===== src/rtl/qchan_pkg.sv =====
package qchan_pkg;

  typedef enum logic [3:0] {
    ST_IDLE  = 4'd0,
    ST_RUN   = 4'd1,
    ST_CPL   = 4'd2,
    ST_PAUSE = 4'd3,
    ST_HALT  = 4'd4,
    ST_ABORT = 4'd5,
    ST_WAIT  = 4'd6,
    ST_BCLR  = 4'd7
  } qstate_e;

  localparam int STS_W      = 13;
  localparam int BIT_EN     = 0;
  localparam int BIT_PAUSE  = 4;
  localparam int BIT_SRST   = 0;
  localparam int STS_DONE   = 0;
  localparam int STS_ABORT  = 1;

  localparam logic [7:0] OFF_SQ_LO   = 8'h00;
  localparam logic [7:0] OFF_SQ_HI   = 8'h04;
  localparam logic [7:0] OFF_SQ_DEP  = 8'h08;
  localparam logic [7:0] OFF_SQ_TAIL = 8'h0C;
  localparam logic [7:0] OFF_CQ_LO   = 8'h10;
  localparam logic [7:0] OFF_CQ_HI   = 8'h14;
  localparam logic [7:0] OFF_CQ_DEP  = 8'h18;
  localparam logic [7:0] OFF_CQ_HEAD = 8'h1C;
  localparam logic [7:0] OFF_CTRL    = 8'h20;
  localparam logic [7:0] OFF_SRST    = 8'h24;
  localparam logic [7:0] OFF_FHEAD   = 8'h28;
  localparam logic [7:0] OFF_STATE   = 8'h30;
  localparam logic [7:0] OFF_ISTS    = 8'h40;
  localparam logic [7:0] OFF_IMSK    = 8'h44;

endpackage


===== src/rtl/qchan_fsm.sv =====
module qchan_fsm
  import qchan_pkg::*;
#(
  parameter int PTR_W       = 10,
  parameter int QUIESCE_CYC = 64
) (
  input  logic             clk,
  input  logic             rst_n,
  input  logic             en_i,
  input  logic             pause_i,
  input  logic             srst_i,
  input  logic [PTR_W-1:0] depth_i,
  input  logic [PTR_W-1:0] tail_i,
  input  logic             xfer_done_i,
  output logic             start_o,
  output qstate_e          state_o,
  output logic [PTR_W-1:0] head_o,
  output logic             done_evt_o,
  output logic             abort_evt_o
);

  localparam int CNT_W = $clog2(QUIESCE_CYC + 1);
  localparam logic [CNT_W-1:0] CNT_LAST = CNT_W'(QUIESCE_CYC - 1);

  qstate_e          state_q, state_d;
  logic [PTR_W-1:0] head_q, head_d, head_nxt;
  logic [CNT_W-1:0] cnt_q, cnt_d;

  assign head_nxt = (head_q == depth_i) ? '0 : head_q + 1'b1;

  always_comb begin
    state_d     = state_q;
    head_d      = head_q;
    cnt_d       = '0;
    start_o     = 1'b0;
    done_evt_o  = 1'b0;
    abort_evt_o = 1'b0;
    if (srst_i) begin
      state_d = ST_IDLE;
      head_d  = '0;
    end else begin
      unique case (state_q)
        ST_IDLE: begin
          if (pause_i) begin
            state_d = ST_PAUSE;
          end else if (en_i && (head_q != tail_i)) begin
            state_d = ST_RUN;
            start_o = 1'b1;
          end
        end
        ST_RUN: begin
          if (xfer_done_i) begin
            state_d    = ST_CPL;
            head_d     = head_nxt;
            done_evt_o = 1'b1;
          end else if (!en_i) begin
            if (cnt_q == CNT_LAST) begin
              state_d     = ST_ABORT;
              abort_evt_o = 1'b1;
            end else begin
              cnt_d = cnt_q + 1'b1;
            end
          end
        end
        ST_CPL:   state_d = pause_i ? ST_PAUSE : ST_IDLE;
        ST_PAUSE: if (!pause_i) state_d = ST_IDLE;
        ST_ABORT: state_d = ST_ABORT;
        default:  state_d = ST_IDLE;
      endcase
    end
  end

  always_ff @(posedge clk or negedge rst_n) begin
    if (!rst_n) begin
      state_q <= ST_IDLE;
      head_q  <= '0;
      cnt_q   <= '0;
    end else begin
      state_q <= state_d;
      head_q  <= head_d;
      cnt_q   <= cnt_d;
    end
  end

  assign state_o = state_q;
  assign head_o  = head_q;

  assert_start_to_run_R4: assert property (@(posedge clk) disable iff (!rst_n)
    start_o |=> state_q == ST_RUN);

  assert_head_step_R6: assert property (@(posedge clk) disable iff (!rst_n)
    (state_q == ST_RUN && xfer_done_i && !srst_i) |=>
      head_q == (($past(head_q) == $past(depth_i)) ? '0 : $past(head_q) + 1'b1));

  assert_pause_hold_R8: assert property (@(posedge clk) disable iff (!rst_n)
    (state_q == ST_PAUSE && pause_i && !srst_i) |=> state_q == ST_PAUSE);

  assert_quiesce_bound_R9: assert property (@(posedge clk) disable iff (!rst_n)
    (state_q == ST_RUN && !en_i) |-> cnt_q < CNT_W'(QUIESCE_CYC));

  assert_abort_sticky_R9: assert property (@(posedge clk) disable iff (!rst_n)
    (state_q == ST_ABORT && !srst_i) |=> state_q == ST_ABORT);

  assert_srst_idle_R10: assert property (@(posedge clk) disable iff (!rst_n)
    srst_i |=> (state_q == ST_IDLE && head_q == '0));

endmodule


===== src/rtl/qchan_regs.sv =====
module qchan_regs
  import qchan_pkg::*;
#(
  parameter int PTR_W = 10
) (
  input  logic             clk,
  input  logic             rst_n,
  input  logic             wr_i,
  input  logic [7:0]       off_i,
  input  logic [31:0]      wdata_i,
  output logic [31:0]      rdata_o,
  input  qstate_e          state_i,
  input  logic [PTR_W-1:0] fhead_i,
  input  logic             done_evt_i,
  input  logic             abort_evt_i,
  output logic             en_o,
  output logic             pause_o,
  output logic             srst_o,
  output logic [PTR_W-1:0] depth_o,
  output logic [PTR_W-1:0] tail_o,
  output logic             irq_o
);

  localparam int PAD_W = 32 - PTR_W;

  logic [31:0]      sq_lo_q, sq_hi_q, cq_lo_q, cq_hi_q;
  logic [PTR_W-1:0] sq_dep_q, cq_dep_q;
  logic [PTR_W-1:0] tail_q, tail_d, cqh_q, cqh_d;
  logic             en_q, pause_q, srst_q, srst_d;
  logic [STS_W-1:0] sts_q, sts_d, msk_q, evt;

  logic we_sq_lo, we_sq_hi, we_cq_lo, we_cq_hi, we_sq_dep, we_cq_dep;
  logic we_tail, we_cqh, we_ctrl, we_srst, we_ists, we_imsk;

  assign we_sq_lo  = wr_i && off_i == OFF_SQ_LO;
  assign we_sq_hi  = wr_i && off_i == OFF_SQ_HI;
  assign we_cq_lo  = wr_i && off_i == OFF_CQ_LO;
  assign we_cq_hi  = wr_i && off_i == OFF_CQ_HI;
  assign we_sq_dep = wr_i && off_i == OFF_SQ_DEP;
  assign we_cq_dep = wr_i && off_i == OFF_CQ_DEP;
  assign we_tail   = wr_i && off_i == OFF_SQ_TAIL;
  assign we_cqh    = wr_i && off_i == OFF_CQ_HEAD;
  assign we_ctrl   = wr_i && off_i == OFF_CTRL;
  assign we_srst   = wr_i && off_i == OFF_SRST;
  assign we_ists   = wr_i && off_i == OFF_ISTS;
  assign we_imsk   = wr_i && off_i == OFF_IMSK;

  always_comb begin
    evt              = '0;
    evt[STS_DONE]    = done_evt_i;
    evt[STS_ABORT]   = abort_evt_i;
    srst_d           = we_srst && wdata_i[BIT_SRST];
    if (srst_q) begin
      tail_d = '0;
      cqh_d  = '0;
      sts_d  = '0;
    end else begin
      tail_d = we_tail ? wdata_i[PTR_W-1:0] : tail_q;
      cqh_d  = we_cqh  ? wdata_i[PTR_W-1:0] : cqh_q;
      sts_d  = (sts_q & ~(we_ists ? wdata_i[STS_W-1:0] : '0)) | evt;
    end
  end

  always_ff @(posedge clk or negedge rst_n) begin
    if (!rst_n) begin
      sq_lo_q <= '0; sq_hi_q <= '0; cq_lo_q <= '0; cq_hi_q <= '0;
      sq_dep_q <= '0; cq_dep_q <= '0;
      en_q <= 1'b0; pause_q <= 1'b0;
      msk_q <= '1;
    end else begin
      if (we_sq_lo)  sq_lo_q  <= wdata_i;
      if (we_sq_hi)  sq_hi_q  <= wdata_i;
      if (we_cq_lo)  cq_lo_q  <= wdata_i;
      if (we_cq_hi)  cq_hi_q  <= wdata_i;
      if (we_sq_dep) sq_dep_q <= wdata_i[PTR_W-1:0];
      if (we_cq_dep) cq_dep_q <= wdata_i[PTR_W-1:0];
      if (we_ctrl) begin
        en_q    <= wdata_i[BIT_EN];
        pause_q <= wdata_i[BIT_PAUSE];
      end
      if (we_imsk)   msk_q    <= wdata_i[STS_W-1:0];
    end
  end

  always_ff @(posedge clk or negedge rst_n) begin
    if (!rst_n) begin
      tail_q <= '0;
      cqh_q  <= '0;
      sts_q  <= '0;
      srst_q <= 1'b0;
    end else begin
      tail_q <= tail_d;
      cqh_q  <= cqh_d;
      sts_q  <= sts_d;
      srst_q <= srst_d;
    end
  end

  always_comb begin
    unique case (off_i)
      OFF_SQ_LO:   rdata_o = sq_lo_q;
      OFF_SQ_HI:   rdata_o = sq_hi_q;
      OFF_SQ_DEP:  rdata_o = {{PAD_W{1'b0}}, sq_dep_q};
      OFF_SQ_TAIL: rdata_o = {{PAD_W{1'b0}}, tail_q};
      OFF_CQ_LO:   rdata_o = cq_lo_q;
      OFF_CQ_HI:   rdata_o = cq_hi_q;
      OFF_CQ_DEP:  rdata_o = {{PAD_W{1'b0}}, cq_dep_q};
      OFF_CQ_HEAD: rdata_o = {{PAD_W{1'b0}}, cqh_q};
      OFF_CTRL:    rdata_o = 32'(pause_q) << BIT_PAUSE | 32'(en_q) << BIT_EN;
      OFF_SRST:    rdata_o = 32'(srst_q) << BIT_SRST;
      OFF_FHEAD:   rdata_o = {{PAD_W{1'b0}}, fhead_i};
      OFF_STATE:   rdata_o = {28'd0, state_i};
      OFF_ISTS:    rdata_o = {{(32-STS_W){1'b0}}, sts_q};
      OFF_IMSK:    rdata_o = {{(32-STS_W){1'b0}}, msk_q};
      default:     rdata_o = '0;
    endcase
  end

  assign en_o    = en_q;
  assign pause_o = pause_q;
  assign srst_o  = srst_q;
  assign depth_o = sq_dep_q;
  assign tail_o  = tail_q;
  assign irq_o   = |(sts_q & ~msk_q);

  assert_w1c_done_R7: assert property (@(posedge clk) disable iff (!rst_n)
    (we_ists && wdata_i[STS_DONE] && !done_evt_i) |=> !sts_q[STS_DONE]);

  assert_full_mask_quiet_R7: assert property (@(posedge clk) disable iff (!rst_n)
    (msk_q == '1) |-> !irq_o);

  assert_srst_selfclear_R10: assert property (@(posedge clk) disable iff (!rst_n)
    (srst_q && !we_srst) |=> !srst_q);

  assert_srst_clears_R10: assert property (@(posedge clk) disable iff (!rst_n)
    srst_q |=> (sts_q == '0 && tail_q == '0 && cqh_q == '0));

endmodule


===== src/rtl/qchan_ctrl.sv =====
module qchan_ctrl
  import qchan_pkg::*;
#(
  parameter int NUM_CH      = 3,
  parameter int PTR_W       = 10,
  parameter int QUIESCE_CYC = 64,
  parameter int ADDR_W      = 10
) (
  input  logic              clk,
  input  logic              rst_n,
  input  logic              reg_wr,
  input  logic [ADDR_W-1:0] reg_addr,
  input  logic [31:0]       reg_wdata,
  output logic [31:0]       reg_rdata,
  input  logic [NUM_CH-1:0] xfer_done,
  output logic [NUM_CH-1:0] xfer_start,
  output logic [NUM_CH-1:0] irq
);

  localparam int CH_W   = ADDR_W - 8;
  localparam int N_SLOT = 1 << CH_W;

  logic [CH_W-1:0]   ch_sel;
  logic [7:0]        off;
  logic [31:0]       rd_word [N_SLOT];
  logic [NUM_CH-1:0] wr_vec;

  assign ch_sel = reg_addr[ADDR_W-1:8];
  assign off    = reg_addr[7:0];

  for (genvar c = 0; c < N_SLOT; c++) begin : g_slot
    if (c < NUM_CH) begin : g_ch
      logic             en, pause, srst, done_evt, abort_evt;
      logic [PTR_W-1:0] depth, tail, fhead;
      qstate_e          state;

      assign wr_vec[c] = reg_wr && (ch_sel == CH_W'(c));

      qchan_regs #(.PTR_W(PTR_W)) regs_i (
        .clk(clk), .rst_n(rst_n), .wr_i(wr_vec[c]), .off_i(off),
        .wdata_i(reg_wdata), .rdata_o(rd_word[c]), .state_i(state),
        .fhead_i(fhead), .done_evt_i(done_evt), .abort_evt_i(abort_evt),
        .en_o(en), .pause_o(pause), .srst_o(srst), .depth_o(depth),
        .tail_o(tail), .irq_o(irq[c])
      );

      qchan_fsm #(.PTR_W(PTR_W), .QUIESCE_CYC(QUIESCE_CYC)) fsm_i (
        .clk(clk), .rst_n(rst_n), .en_i(en), .pause_i(pause),
        .srst_i(srst), .depth_i(depth), .tail_i(tail),
        .xfer_done_i(xfer_done[c]), .start_o(xfer_start[c]),
        .state_o(state), .head_o(fhead), .done_evt_o(done_evt),
        .abort_evt_o(abort_evt)
      );
    end else begin : g_empty
      assign rd_word[c] = '0;
    end
  end

  assign reg_rdata = rd_word[ch_sel];

  assert_single_target_R11: assert property (@(posedge clk) disable iff (!rst_n)
    $onehot0(wr_vec));

endmodule


===== config.mk =====
export PLATFORM = sky130hd
export DESIGN_NAME = qchan_ctrl
export DESIGN_NICKNAME = d
export VERILOG_FILES = /design/src/rtl/qchan_pkg.sv /design/src/rtl/qchan_fsm.sv /design/src/rtl/qchan_regs.sv /design/src/rtl/qchan_ctrl.sv
export SDC_FILE = /design/constraint.sdc
export NUM_CORES = 1
export LEC_CHECK = 0
export CAP_MARGIN = 20
export CELL_PAD_IN_SITES_DETAIL_PLACEMENT = 0
export CELL_PAD_IN_SITES_GLOBAL_PLACEMENT = 1
export CORE_ASPECT_RATIO = 1.1
export CORE_MARGIN = 2
export CORE_UTILIZATION = 23
export DETAILED_ROUTE_END_ITERATION = 16
export PLACE_DENSITY = 0.41
export SYNTH_ARGS = -nofsm -noshare
export SYNTH_HDL_FRONTEND = slang
export SYNTH_SLANG_ARGS = --single-unit

===== constraint.sdc =====
create_clock -name clk -period 3.5 [get_ports clk]
set_clock_uncertainty 0.05 [all_clocks]
set_input_delay 0.7 -clock clk [delete_from_list [all_inputs] [get_ports clk]]
set_output_delay 0.7 -clock clk [all_outputs]
set_load 0.01 [all_outputs]

==> results of run 1 <==
## metal layers
metal  vias to the layer above  global-route usage [%]  routed length [um]
li1                      10150                       -                   -
met1                     12230                   25.35               56870
met2                       545                   29.50               58560
met3                       175                   2.495                5330
met4                         8                   5.074                3058
met5                         -                       0                  50
## per-stage QoR
| stage | std cells | hold slack (ns) | TNS [ns] |
|---|---|---|---|
| after floorplan | 2608 | 0.3544 | 0 |
| after global placement | 4495 | 0.3909 | -35.29 |
| after detailed placement | 4495 | 0.3979 | -37.43 |
| after CTS | 4761 | 0.4135 | -1.790 |
| after global routing | 4771 | 0.4421 | -3.372 |
| final | 4776 | 0.4119 | -1.215 |
## sequential cells by signal (all words and copies together) (netlist names), 21 cells and up
signal and count:
g_slot.g_ch.fsm_i.cnt_q 21, g_slot.g_ch.regs_i.cq_hi_q 96, g_slot.g_ch.regs_i.cq_dep_q 30, g_slot.g_ch.fsm_i.head_o 30, g_slot.g_ch.regs_i.sts_q 39, g_slot.g_ch.regs_i.cq_lo_q 96
g_slot.g_ch.regs_i.msk_q 39, g_slot.g_ch.regs_i.sq_hi_q 96, g_slot.g_ch.regs_i.sq_lo_q 96, g_slot.g_ch.regs_i.tail_o 30, g_slot.g_ch.regs_i.cqh_q 30, g_slot.g_ch.regs_i.depth_o 30
## timing repair
action / CTS / global route
buffers inserted: 108 / 20
hold buffers: 1 / 0
endpoints found under the hold margin: 32 / 0
pin swaps: 113 / 76
gates cloned: 12 / 2
setup endpoints to repair: 37 / 34
gates resized for setup: 453 / 93
## cell families (layout without fill, tap and decap cells)
| family | Yosys count | in the layout | share of synthesized area (%) |
|---|---|---|---|
| AOI/OAI and AO/OA | 562 | 562 | 12.92 |
| xor gates and xnor gates | 78 | 78 | 2.234 |
| adders and majority gates | 6 | 6 | 0.2455 |
| buffers and inverters | 271 | 659 | 4.287 |
| DFF | 651 | 651 | 53.42 |
| muxes | 494 | 494 | 18.17 |
| other | 0 | 5 | 0 |
| and+or+nand+nor | 546 | 546 | 8.726 |
## cell usage after synthesis, drive strengths merged (18+ instances only)
cell / instances
nand3: 53
clkbuf: 98
a22o: 54
a222oi: 20
inv: 43
and3: 33
dfrtp: 612
mux2: 489
o21ai: 104
nand4: 27
a211oi: 27
dfstp: 39
a22oi: 196
xnor2: 51
nor2: 79
nand2b: 20
nor3: 18
nand2: 255
a21oi: 81
buf: 130
xor2: 27
## area by class of cell
type,count,share of cell area [%]
well taps,1775,5.451
clock inverters,30,1.109
multi-input cells,1686,34.25
inverters,43,0.3962
diodes,5,0.03071
repair buffers,462,12.90
clock buffers,124,5.743
flip-flops and latches,651,40.12
## worst reg2reg max path, stage by stage (launching register included)
cell,delay (ns)
dfrtp_1,0.49
xnor2_1,0.24
nand4_1,0.17
o41ai_2,0.77
or3_1,0.36
nand2b_1,0.15
o21ai_1,0.06
## power groups by stage
stage | logic, mW | clock network (mW) | registers (mW)
5_1_grt | 1.84 | 9.42 | 8.12
3_3_place_gp | 1.56 | 0 | 8.21
3_5_place_dp | 1.59 | 0 | 8.21
2_1_floorplan | 0.896 | 0 | 8.04
6_report | 1.65 | 8.83 | 8.09
4_1_cts | 1.67 | 9.13 | 8.09
## worst paths after layout
| path | slack [ns] | start | cells after the start | end |
|---|---|---|---|---|
| setup reg to reg | 1.08 | g_slot[1].g_ch.fsm_i.head_o[0]$_DFFE_PN0P_ | 6 | g_slot[1].g_ch.fsm_i.head_o[5]$_DFFE_PN0P_ |
| hold / removal | 0.41 | g_slot[0].g_ch.fsm_i.cnt_q[0]$_DFF_PN0_ | 1 | g_slot[0].g_ch.fsm_i.cnt_q[0]$_DFF_PN0_ |
| min in group asynchronous | 0.56 | rst_n | 2 | g_slot[2].g_ch.fsm_i.head_o[3]$_DFFE_PN0P_ |
| hold reg to reg | 0.41 | g_slot[0].g_ch.fsm_i.cnt_q[0]$_DFF_PN0_ | 1 | g_slot[0].g_ch.fsm_i.cnt_q[0]$_DFF_PN0_ |
| max in group asynchronous | 1.72 | rst_n | 3 | g_slot[0].g_ch.regs_i.msk_q[10]$_DFFE_PN1P_ |
| setup / recovery | -0.18 | reg_addr[1] | 11 | reg_rdata[7] |
==> metrics, run 1 <==
status=complete, but fails checks; violated checks=setup timing; Mapped Area=30580 sq um; share of cells above drive strength 1=40.89%; Static Leak=~19 nW; sw power=just over 5 mW; footprint of the multi-input gates=~14000 sq um; Num CTS Buffers=82; die height=386.5 um; critical path, cell by cell=buf_8 > buf_6 > buf_12 > nor4bb_4 > and2_4 > bufbuf_16 > a22oi_1 > nand4_1 > a211oi_4 > o22ai_2 > buf_2; core area=about 130000 sq um; Setup violations, final=20; Sequential Area=about 16000 sq um; Startpoint Class=input pin; RSZ-0062 raised after global routing=yes; Place WS=-1.473 ns; drt wl/cell=25.93 um; Worst slew margin=35.44%; Worst Path Required=between 2 and 3 ns; Power Total=18.57 mW; min Tclk post-route=3.677 ns; Comb power frac=under 10%; TritonRoute pass-1 iters=7; Hold Fails Final Rpt=0; dpl cell area=between 30000 and 40000 sq um; global placer's final weighted congestion=0.7879; FILL cells=13390; Clock Sinks=651; switch share=approximately 27%; die area=135900 sq um; Worst Setup Slack, final=-0.1765 ns; max incr delay on CP=0.42 ns; EDFF count, synth=0; most frequent cells in the layout=dfrtp_1 (609), mux2_2 (437), nand2_1 (229); total number of vias=23100; die width=351.7 um; family with the most delay on the worst path=simple AND/OR/NAND/NOR gates; highest clock rate=272.0 MHz; fin crit share=105.0%; CTS tree=yes; Tightest Pin Transition=0.9683 ns; Max Cap Viol=0; Post-Layout Inst Area=40740 sq um; Post-Syn Instances=2608; Worst Path Arrival=2.93 ns; Internal Power=13.52 mW; Synth cell types=roughly 70; kind of critical path=in2out; clock buffer depth=3; post-route ant nets=0; Total GRT Usage=18.25%; Worst path slowest cell=nor4bb_4; Row Count=between 100 and 150; sequential fraction of the synthesis area=53.42%; most common cell after layout, fill and taps aside=dfrtp_1; Via density=4.838; Post-route DRC=0; Clock transition at path regs=0.06 ns; main area contributors after synthesis=dfrtp_1 (50%), mux2_2 (16%), a22oi_1 (4.8%); port buffer count=between 80 and 90; YS warnings=0; Worst Hold Class=reg2reg; clock power share=47.5%; Post-Route WL=123.9 mm; worst vdd ir=0.0003388 V; largest fanout on the critical path=10; hpwl dp=78.98 mm; Root Driver=clkbuf_16; syn nets=2662; Seq pwr share=43.6%; Critical Path Sink Type=output pin; worst path bufs/invs=5; nets@finish=approximately 3000; top cell type by total area after synthesis=dfrtp_1; Worst-Skew Late Latency=0.71 ns; initial antenna violation count=5; largest net degree at the start of global routing=96; FFs w/ async S/R, synth=100.0%; first-pass GRT wire length=181.0 mm; ys flop type=dfrtp_1; Yosys top cell area share=roughly half; Syn Area/Cell=11.73 sq um; num ports=86; H-tree Lvls=3; gr ovfl total=0; fin util=between 30% and 40%; vias in the first global route=24510; Pins Over Slew Limit=0; PD cells=455.8 nW/um^2; #FFs+latches synth=around 650; Area Overhead vs Synth=33.21%; Initial Utilization=23.13%; 1st-iter DRT viols=1540
No activity file was read; power rests on OpenSTA's default activity.
==> run 2, diff against run 1 <==
CORE_ASPECT_RATIO = 0.75   (was 1.1)
==> run 2 against run 1 <==
  * The run still ends with setup timing left
  * Via count increased by 0.74%
  * Critical path depth shrank 1
  * Fmax barely moved
  * Core utilization rose by 0.15 points
  * Hold slack worse by 0.010 ns
  * Combinational power up 4%
  * Register-to-register slack worse by 0.16 ns
  * Setup slack better by 0.0034 ns
==> metrics, run 2 (same netlist as run 1, synthesis figures left out) <==
FILL cells=13340 (was 13390); Worst slew margin=29.44% (was 35.44%); clock buffer depth=3 (unchanged); Post-route DRC=0 (unchanged); Worst-Skew Late Latency=0.69 ns (was 0.71 ns); global placer's final weighted congestion=0.8634 (was 0.7879); Tightest Pin Transition=1.058 ns (was 0.9683 ns); TritonRoute pass-1 iters=5 (was 7); die area=135900 sq um (about the same); kind of critical path=in2out (unchanged); Total GRT Usage=18.27% (was 18.25%); max incr delay on CP=0.77 ns (was 0.42 ns); 1st-iter DRT viols=1911 (was 1540); Area Overhead vs Synth=33.10% (was 33.21%); highest clock rate=272.2 MHz (was 272.0 MHz); most common cell after layout, fill and taps aside=dfrtp_1 (unchanged); PD cells=446.5 nW/um^2 (was 455.8 nW/um^2); drt wl/cell=26.15 um (was 25.93 um); total number of vias=23270 (was 23100); family with the most delay on the worst path=compound AO/OA/AOI/OAI gates (was simple AND/OR/NAND/NOR gates); worst hold slack=0.4017 ns (was 0.4119 ns); violated checks=setup timing (unchanged); Hold Fails Final Rpt=0 (unchanged); most frequent cells in the layout=dfrtp_1 (606), mux2_2 (437), buf_4 (250) (was dfrtp_1 (609), mux2_2 (437), nand2_1 (229)); vias in the first global route=24220 (was 24510); wire length on met3=5.177 mm (was 5.330 mm); num ports=86 (unchanged); Num CTS Buffers=78 (was 82); core area=131500 sq um (was 132300 sq um); Max Cap Viol=0 (unchanged); Clock transition at path regs=0.05 ns (was 0.06 ns); Worst Hold Class=reg2reg (unchanged); clock power share=46.0% (was 47.5%); setup TNS=-1.610 ns (was -1.215 ns); RSZ-0062 raised after global routing=yes (unchanged); sw power=4.845 mW (was 5.047 mW); Power Total=18.18 mW (was 18.57 mW); highest routed layer=met4 (was met5); Row Count=115 (was 140); nets@finish=3017 (was 2980); die height=319.8 um (was 386.5 um); Internal Power=13.33 mW (was 13.52 mW); worst vdd ir=0.0002917 V (was 0.0003388 V); port buffer count=85 (unchanged); Worst Path Arrival=2.92 ns (was 2.93 ns); met1 wire length=60.20 mm (was 56.87 mm); Via density=4.861 (was 4.838); Seq pwr share=44.5% (was 43.6%); post-route ant nets=0 (unchanged); Worst Path Required=2.75 ns (about the same); Startpoint Class=input pin (unchanged); initial antenna violation count=1 (was 5); Static Leak=18.74 nW (was 18.68 nW); largest fanout on the critical path=10 (unchanged); Pins Over Slew Limit=0 (unchanged); gr ovfl total=0 (unchanged); largest net degree at the start of global routing=125 (was 96); Setup violations, final=19 (was 20); Worst Setup Slack, final=-0.1731 ns (was -0.1765 ns); DP Cell Count=4518 (was 4495); critical path, cell by cell=buf_8 > buf_4 > nor4bb_4 > and2_4 > buf_12 > a222oi_1 > nand3_1 > nor2_4 > o32ai_4 > buf_2 (was buf_8 > buf_6 > buf_12 > nor4bb_4 > and2_4 > bufbuf_16 > a22oi_1 > nand4_1 > a211oi_4 > o22ai_2 > buf_2); Finished Layout Cells=4788 (was 4776); footprint of the multi-input gates=14020 sq um (was 13950 sq um); status=complete, but fails checks (unchanged); die width=425.1 um (was 351.7 um); H-tree Lvls=3 (unchanged); fin crit share=104.9% (was 105.0%); Root Driver=clkbuf_16 (unchanged); Sequential Area=16350 sq um (was 16340 sq um); Worst path slowest cell=a222oi_1 (was nor4bb_4); first-pass GRT wire length=180.8 mm (was 181.0 mm); worst path bufs/invs=4 (was 5); CTS tree=yes (unchanged); Post-Route WL=125.2 mm (was 123.9 mm); hpwl dp=82.73 mm (was 78.98 mm); Comb power frac=9.5% (was 8.9%); Critical Path Sink Type=output pin (unchanged); met2 wire length=57.34 mm (was 58.56 mm); Clock Sinks=651 (unchanged); switch share=26.66% (was 27.18%); Initial Utilization=23.26% (was 23.13%); min Tclk post-route=3.673 ns (was 3.677 ns); share of cells above drive strength 1=41.80% (was 40.89%)
==> run 2: path summary, 6_finish.rpt <==
| check | cells past startpoint | start | slack (ns) | endpoint |
|---|---|---|---|---|
| setup / recovery | 10 | reg_addr[3] | -0.17 | reg_rdata[2] |
| hold / removal | 1 | g_slot[0].g_ch.fsm_i.cnt_q[0]$_DFF_PN0_ | 0.40 | g_slot[0].g_ch.fsm_i.cnt_q[0]$_DFF_PN0_ |
| setup reg to reg | 5 | g_slot[0].g_ch.regs_i.srst_o$_DFF_PN0_ | 0.92 | g_slot[0].g_ch.fsm_i.head_o[3]$_DFFE_PN0P_ |
| hold reg to reg | 1 | g_slot[0].g_ch.fsm_i.cnt_q[0]$_DFF_PN0_ | 0.40 | g_slot[0].g_ch.fsm_i.cnt_q[0]$_DFF_PN0_ |
| max in group asynchronous | 3 | rst_n | 1.66 | g_slot[0].g_ch.fsm_i.head_o[0]$_DFFE_PN0P_ |
| min in group asynchronous | 2 | rst_n | 0.54 | g_slot[1].g_ch.fsm_i.cnt_q[0]$_DFF_PN0_ |
==> run 2: layer usage <==
layer | track usage (%) | vias up
met4 | 4.035 | 0
met3 | 3.181 | 148
met1 | 26.13 | 12400
met2 | 28.63 | 491
li1 | - | 10240
met5 | 0 | -
==> run 2: through the flow <==
step	cell area, sq um	setup slack [ns]	utilization, %
floorplan	30580	0.4079	-
global placement	35460	-1.467	26.96
detailed placement	35460	-1.441	26.96
CTS	39830	-0.3869	30.29
global route	40700	-0.2164	30.95
finish	40710	-0.1731	30.95
==> run 2: cell type report <==
type	count	area share, %
tap	1755	5.394
sequential	651	40.16
inverter	43	0.3965
clock buffer	127	5.797
antenna	4	0.02459
timing repair buffer	503	13.27
clock inverter	19	0.5256
multi-input combinational	1686	34.44
==> run 2: worst reg2reg max path, stage by stage, from the launching register on <==
cell and delay [ns]:
dfrtp_1 0.53, buf_4 0.31, inv_1 0.32, o41ai_2 0.25, or4b_2 0.72, o31ai_1 0.29
==> run 2: repair_timing <==
item / CTS / global route
pin swaps: 86 / 112
endpoints found under the hold margin: 38 / 0
setup buffers: 96 / 50
gates resized for setup: 410 / 168
hold buffers: 1 / 0
cloned: 7 / 2
setup endpoints to repair: 36 / 37
==> run 2: power by group through the flow <==
stage / clock network [mW] / registers, mW / logic [mW]
6_report: 8.36 / 8.10 / 1.72
5_1_grt: 8.95 / 8.12 / 1.91
4_1_cts: 8.62 / 8.09 / 1.71
3_5_place_dp: 0 / 8.21 / 1.65
3_3_place_gp: 0 / 8.20 / 1.62
2_1_floorplan: 0 / 8.04 / 0.896
